**config.mk**
```make
export PLATFORM = sky130hd
export DESIGN_NAME = btb_predictor
export DESIGN_NICKNAME = d
export VERILOG_FILES = /design/src/rtl/btb_pkg.sv /design/src/rtl/btb_ctrl.sv /design/src/rtl/btb_datapath.sv /design/src/rtl/btb_predictor.sv
export SDC_FILE = /design/constraint.sdc
export NUM_CORES = 1
export LEC_CHECK = 0
export ABC_AREA = 0
export BUFFER_PORTS_ARGS = -buffer_cell sky130_fd_sc_hd__buf_2
export CORE_AREA = 10 10 374 376
export DETAILED_ROUTE_END_ITERATION = 6
export DIE_AREA = 0 0 384 386
export GPL_TIMING_DRIVEN = 0
export PLACE_DENSITY_LB_ADDON = 0.15
export SYNTH_ARGS = -nofsm -noshare
export SYNTH_HDL_FRONTEND = slang
export SYNTH_SLANG_ARGS = --single-unit
export TNS_END_PERCENT = 50
```
**constraint.sdc**
```tcl
create_clock -name clk -period 3.2 [get_ports clk]
set_input_delay 0.16 -clock clk [delete_from_list [all_inputs] [get_ports clk]]
set_output_delay 0.16 -clock clk [all_outputs]
set_load 0.01 [all_outputs]
```
**src/rtl/btb_pkg.sv**
```systemverilog
package btb_pkg;

  typedef logic [1:0] hist_t;

  localparam hist_t HIST_STRONG_NT = 2'b00;
  localparam hist_t HIST_WEAK_NT   = 2'b01;
  localparam hist_t HIST_WEAK_T    = 2'b10;
  localparam hist_t HIST_STRONG_T  = 2'b11;

  // strobes from the control to the datapath
  typedef struct packed {
    logic  wrEn;
    logic  alloc;
    hist_t newHist;
  } btb_ctrl_t;

endpackage

```
**src/rtl/btb_ctrl.sv**
```systemverilog
module btb_ctrl
  import btb_pkg::*;
(
  input  logic      updValid,
  input  logic      updTaken,
  input  logic      twoBitMode,
  input  logic      updHit,
  input  hist_t     updHist,
  output btb_ctrl_t ctrl
);

  hist_t nextHist;

  always_comb begin
    if (!twoBitMode) begin
      nextHist = updTaken ? HIST_STRONG_T : HIST_STRONG_NT;
    end else if (!updHit) begin
      nextHist = updTaken ? HIST_WEAK_T : HIST_STRONG_NT;
    end else begin
      unique case (updHist)
        HIST_STRONG_T:  nextHist = updTaken ? HIST_STRONG_T : HIST_WEAK_T;
        HIST_WEAK_T:    nextHist = updTaken ? HIST_STRONG_T : HIST_STRONG_NT;
        HIST_WEAK_NT:   nextHist = updTaken ? HIST_STRONG_T : HIST_STRONG_NT;
        default:        nextHist = updTaken ? HIST_WEAK_NT  : HIST_STRONG_NT;
      endcase
    end
  end

  always_comb begin
    ctrl.wrEn    = updValid;
    ctrl.alloc   = updValid && !updHit;
    ctrl.newHist = nextHist;
  end

endmodule

```
**src/rtl/btb_datapath.sv**
```systemverilog
module btb_datapath
  import btb_pkg::*;
#(
  parameter int PC_W  = 32,
  parameter int IDX_W = 4,
  parameter int OFF_W = 2
) (
  input  logic            clk,
  input  logic            rstN,
  input  logic [PC_W-1:0] fetchPc,
  input  logic [PC_W-1:0] updPc,
  input  logic [PC_W-1:0] updTarget,
  input  btb_ctrl_t       ctrl,
  output logic            updHit,
  output hist_t           updHist,
  output logic [PC_W-1:0] nextPc,
  output logic            predHit,
  output logic            predTaken
);

  localparam int DEPTH = 1 << IDX_W;
  localparam int TAG_W = PC_W - IDX_W - OFF_W;
  localparam int TAG_LSB = IDX_W + OFF_W;

  logic [DEPTH-1:0] validQ;
  logic [TAG_W-1:0] tagQ [DEPTH];
  logic [PC_W-1:0]  tgtQ [DEPTH];
  hist_t            histQ[DEPTH];

  logic [IDX_W-1:0] fetchIdx, updIdx;
  logic [TAG_W-1:0] fetchTag, updTag;

  assign fetchIdx = fetchPc[TAG_LSB-1:OFF_W];
  assign fetchTag = fetchPc[PC_W-1:TAG_LSB];
  assign updIdx   = updPc[TAG_LSB-1:OFF_W];
  assign updTag   = updPc[PC_W-1:TAG_LSB];

  // per-entry match vectors for both read ports
  logic [DEPTH-1:0] fetchMatch, updMatch;
  for (genvar e = 0; e < DEPTH; e++) begin : g_match
    assign fetchMatch[e] = validQ[e] && (tagQ[e] == fetchTag) && (fetchIdx == IDX_W'(e));
    assign updMatch[e]   = validQ[e] && (tagQ[e] == updTag)   && (updIdx   == IDX_W'(e));
  end

  assign predHit   = |fetchMatch;
  assign predTaken = predHit && histQ[fetchIdx][1];
  assign nextPc    = predTaken ? tgtQ[fetchIdx] : fetchPc + PC_W'(4);

  assign updHit  = |updMatch;
  assign updHist = histQ[updIdx];

  always_ff @(posedge clk or negedge rstN) begin
    if (!rstN) begin
      validQ <= '0;
    end else if (ctrl.wrEn) begin
      validQ[updIdx] <= 1'b1;
    end
  end

  always_ff @(posedge clk) begin
    if (ctrl.wrEn) begin
      tagQ[updIdx]  <= updTag;
      tgtQ[updIdx]  <= updTarget;
      histQ[updIdx] <= ctrl.newHist;
    end
  end

endmodule

```
**src/rtl/btb_predictor.sv**
```systemverilog
module btb_predictor
  import btb_pkg::*;
#(
  parameter int PC_W  = 32,
  parameter int IDX_W = 4
) (
  input  logic            clk,
  input  logic            rstN,
  input  logic            twoBitMode,
  input  logic [PC_W-1:0] fetchPc,
  input  logic            updValid,
  input  logic [PC_W-1:0] updPc,
  input  logic [PC_W-1:0] updTarget,
  input  logic            updTaken,
  output logic [PC_W-1:0] nextPc,
  output logic            predHit,
  output logic            predTaken
);

  btb_ctrl_t ctrl;
  logic      updHit;
  hist_t     updHist;

  btb_ctrl u_ctrl (
    .updValid  (updValid),
    .updTaken  (updTaken),
    .twoBitMode(twoBitMode),
    .updHit    (updHit),
    .updHist   (updHist),
    .ctrl      (ctrl)
  );

  btb_datapath #(
    .PC_W (PC_W),
    .IDX_W(IDX_W),
    .OFF_W(2)
  ) u_dp (
    .clk      (clk),
    .rstN     (rstN),
    .fetchPc  (fetchPc),
    .updPc    (updPc),
    .updTarget(updTarget),
    .ctrl     (ctrl),
    .updHit   (updHit),
    .updHist  (updHist),
    .nextPc   (nextPc),
    .predHit  (predHit),
    .predTaken(predTaken)
  );

endmodule

```
==> results.sh <==
export IMPL_io_buffers=106
export IMPL_reg2reg_from="u_dp.tagQ[5][15]$_DFFE_PP_"
export IMPL_worstSetupPathType="reg -> out"
export IMPL_fin_cells=5033
export IMPL_top_usage_layer="met2"
export IMPL_finalCritPeriodShare=1.21
export IMPL_fin_ws_ps=-682
export IMPL_use_met1=0.343
export IMPL_slew_viol_final=0
export IMPL_dieArea_sq_mm=0.148
export IMPL_finalPower_mw=30.8
export IMPL_tightest_slew_ps=1220
export IMPL_synth_edff_count=960
export IMPL_yosysUniqueCellTypes=53
export IMPL_nets=3266
export IMPL_die_h_um=386
export IMPL_area_growth_pct=20.2
export IMPL_synthCells=2799
export IMPL_layout_drive_gt1_share=0.234
export IMPL_cts_sinks=976
export IMPL_routed_wl_um=198000
export IMPL_grt_usage=0.261
export IMPL_maxSlewHeadroom=0.178
export IMPL_dp_cells=4719
export IMPL_grt_remaining_overflow=0
export IMPL_regToRegEndpoint="u_dp.histQ[8][0]$_DFFE_PP_"
export IMPL_wire_per_inst_um=39.4
export IMPL_die_x_um=384
export IMPL_netlist_area_sq_mm=0.0459
export IMPL_hold_slack_ps=63.1
export IMPL_grt_max_degree=32
export IMPL_max_freq_ghz=0.258
export IMPL_clk_pin_slew_ps=60
export IMPL_grt_util_met3=0.0592
export IMPL_initial_core_util=0.346
export IMPL_hold_path_class="in -> async"
export IMPL_ys_ff_latch=976
export IMPL_globalplace_congestion=0.969
export IMPL_final_cell_mix="edfxtp_1 (960), xor2_1 (507), xnor2_1 (351)"
export IMPL_drtIter0Drc=4391
export IMPL_async_flop_share=0.0164
export IMPL_met2_usage=0.395
export IMPL_vias=29645
export IMPL_grt_pass1_wl_um=262000
export IMPL_core_sq_mm=0.133
export IMPL_viasPerCell=5.89
export IMPL_arrival_ps=3720
export IMPL_mostFrequentLayoutCell="edfxtp_1"
export IMPL_grt_pass1_vias=29579
export IMPL_rr_worst_depth=7
export IMPL_io_pins=135
export IMPL_fin_crit_ps=3880
export IMPL_antenna_found_initial=29
export IMPL_crit_fanout=10
export IMPL_critPathRequiredTime_ps=3040
export IMPL_fin_skew_ps=24.2
export IMPL_rrSetupSlack_ps=70
export IMPL_yosysSeqAreaShare=0.637
export IMPL_outcome="complete, but fails checks"
export IMPL_ir_drop_v=0.000412
export IMPL_endpoint_kind="primary output"
export IMPL_leakagePower_nw=17.5
export IMPL_ant_nets=0
export IMPL_cts_tree="yes"
export IMPL_cp_start_kind="flip-flop"
export IMPL_violations="setup timing"
export IMPL_root_buffer="clkbuf_16"
export IMPL_cts_buffer_depth=3
export IMPL_ys_warnings_count=0
export IMPL_cts_buffers=111
export IMPL_maxCapViolCount=0
export IMPL_dp_hpwl_um=121000
export IMPL_drtPass1Iterations=6
export IMPL_drcViolationCount=0
export IMPL_mappedNetlistNets=2906
export IMPL_rows=134
export IMPL_rsz0062_at_grt="yes"
export IMPL_clock_latency_ps=760
export IMPL_powerDensity_mw_per_mm2=558
export IMPL_finalSetupViolations=33
export IMPL_ys_flop_type="edfxtp_1"
export IMPL_hold_viol=0
export IMPL_cts_htree_levels=3
export IMPL_avgSynthCellArea_sq_um=16.4
[logic make-up after synthesis]
kind of cell	count (synthesis)	synth area share
flip-flops	976	0.637
XOR/XNOR	860	0.164
AND/OR/NAND/NOR	558	0.0737
multiplexers	208	0.0962
buffers and inverters	163	0.0225
AO/OA/AOI/OAI	28	0.00466
adder cells (fa/ha/maj)	6	0.00164
[worst max path at each step]
| stage | start | to | slack, ps | cells after the start |
|---|---|---|---|---|
| after floorplan | updPc[4] | u_dp.histQ[12][0]$_DFFE_PP_ | -690 | 4 |
| after global placement | updPc[4] | u_dp.validQ[7]$_DFFE_PN0P_ | -5290 | 5 |
| after detailed placement | fetchPc[3] | nextPc[20] | -2760 | 15 |
| after CTS | u_dp.tagQ[0][8]$_DFFE_PP_ | nextPc[20] | -690 | 10 |
| after global routing | fetchPc[3] | nextPc[23] | -660 | 16 |
| final | u_dp.tagQ[0][24]$_DFFE_PP_ | nextPc[20] | -680 | 10 |
[critical path, cell delays in order (launching register included)]
cell and delay (ps):
edfxtp_1 430, xor2_1 210, nor4_2 340, nand4_1 450, o22ai_2 300, a211oi_4 100, a31oi_4 260, buf_12 180
buf_12 170, mux2_4 360, buf_6 140
[where the power goes]
| group | internal [mW] | switching [mW] |
|---|---|---|
| sequential | 14.3 | 0.150 |
| combinational | 1.10 | 2.14 |
| clock | 7.46 | 5.60 |
| total | 22.9 | 7.89 |
[stage by stage]
stage                     setup WS [ps]   util   TNS, ps  cell area, sq um
final                              -682  0.416    -21140             55200
after global routing               -660  0.416    -20430             55100
after CTS                          -686  0.414    -21460             54900
after detailed placement          -2760  0.375   -176250             49700
after global placement            -5290  0.367  -4802350             48600
after floorplan                    -690      -   -625260             45900
[cell usage after synthesis, drive strengths merged (6+ instances only)]
master,number,area share
edfxtp,960,0.63
xor2,508,0.097
xnor2,352,0.067
nor4,225,0.031
mux4,174,0.085
buf,133,0.020
nand4,127,0.017
nand3,55,0.0060
nor3,38,0.0043
mux2,33,0.011
nor2,30,0.0025
clkbuf,23,0.0019
nand2,19,0.0016
or2,17,0.0023
dfrtp,16,0.0087
nand4b,12,0.0023
o22ai,12,0.0016
inv,7,0.00057
and3,6,0.00082
ha,6,0.0016
[what timing repair did]
| item | in CTS | in global routing |
|---|---|---|
| pin swaps | 10 | 13 |
| hold buffers | 83 | 4 |
| buffers inserted | 5 | 3 |
| setup endpoints to repair | 66 | 66 |
| hold endpoints to repair | 944 | 12 |
| cloned | 0 | 0 |
| resized for setup | 109 | 22 |
[area by class of cell]
cell class | instances | area (sq um)
plain buffers | 156 | 1130
clock inverters | 69 | 749
multi-input cells | 1660 | 16000
fillers | 11996 | 77500
inverters | 7 | 30.0
well taps | 1768 | 2210
repair buffers | 247 | 2840
clock buffers | 139 | 2920
flip-flops and latches | 976 | 29200
diodes | 11 | 27.5
[routing by layer]
| metal | share of wire | wire length, um |
|---|---|---|
| met3 | 0.099 | 19500 |
| met2 | 0.44 | 87300 |
| met5 | 0.00061 | 121 |
| met4 | 0.067 | 13300 |
| met1 | 0.39 | 77900 |
[registers in the layout, summed over array words and instances (netlist names)]
signal / flops
u_dp.histQ: 32
u_dp.tagQ: 416
u_dp.tgtQ: 512
u_dp.validQ: 16
(Power assumes the default switching activity.)
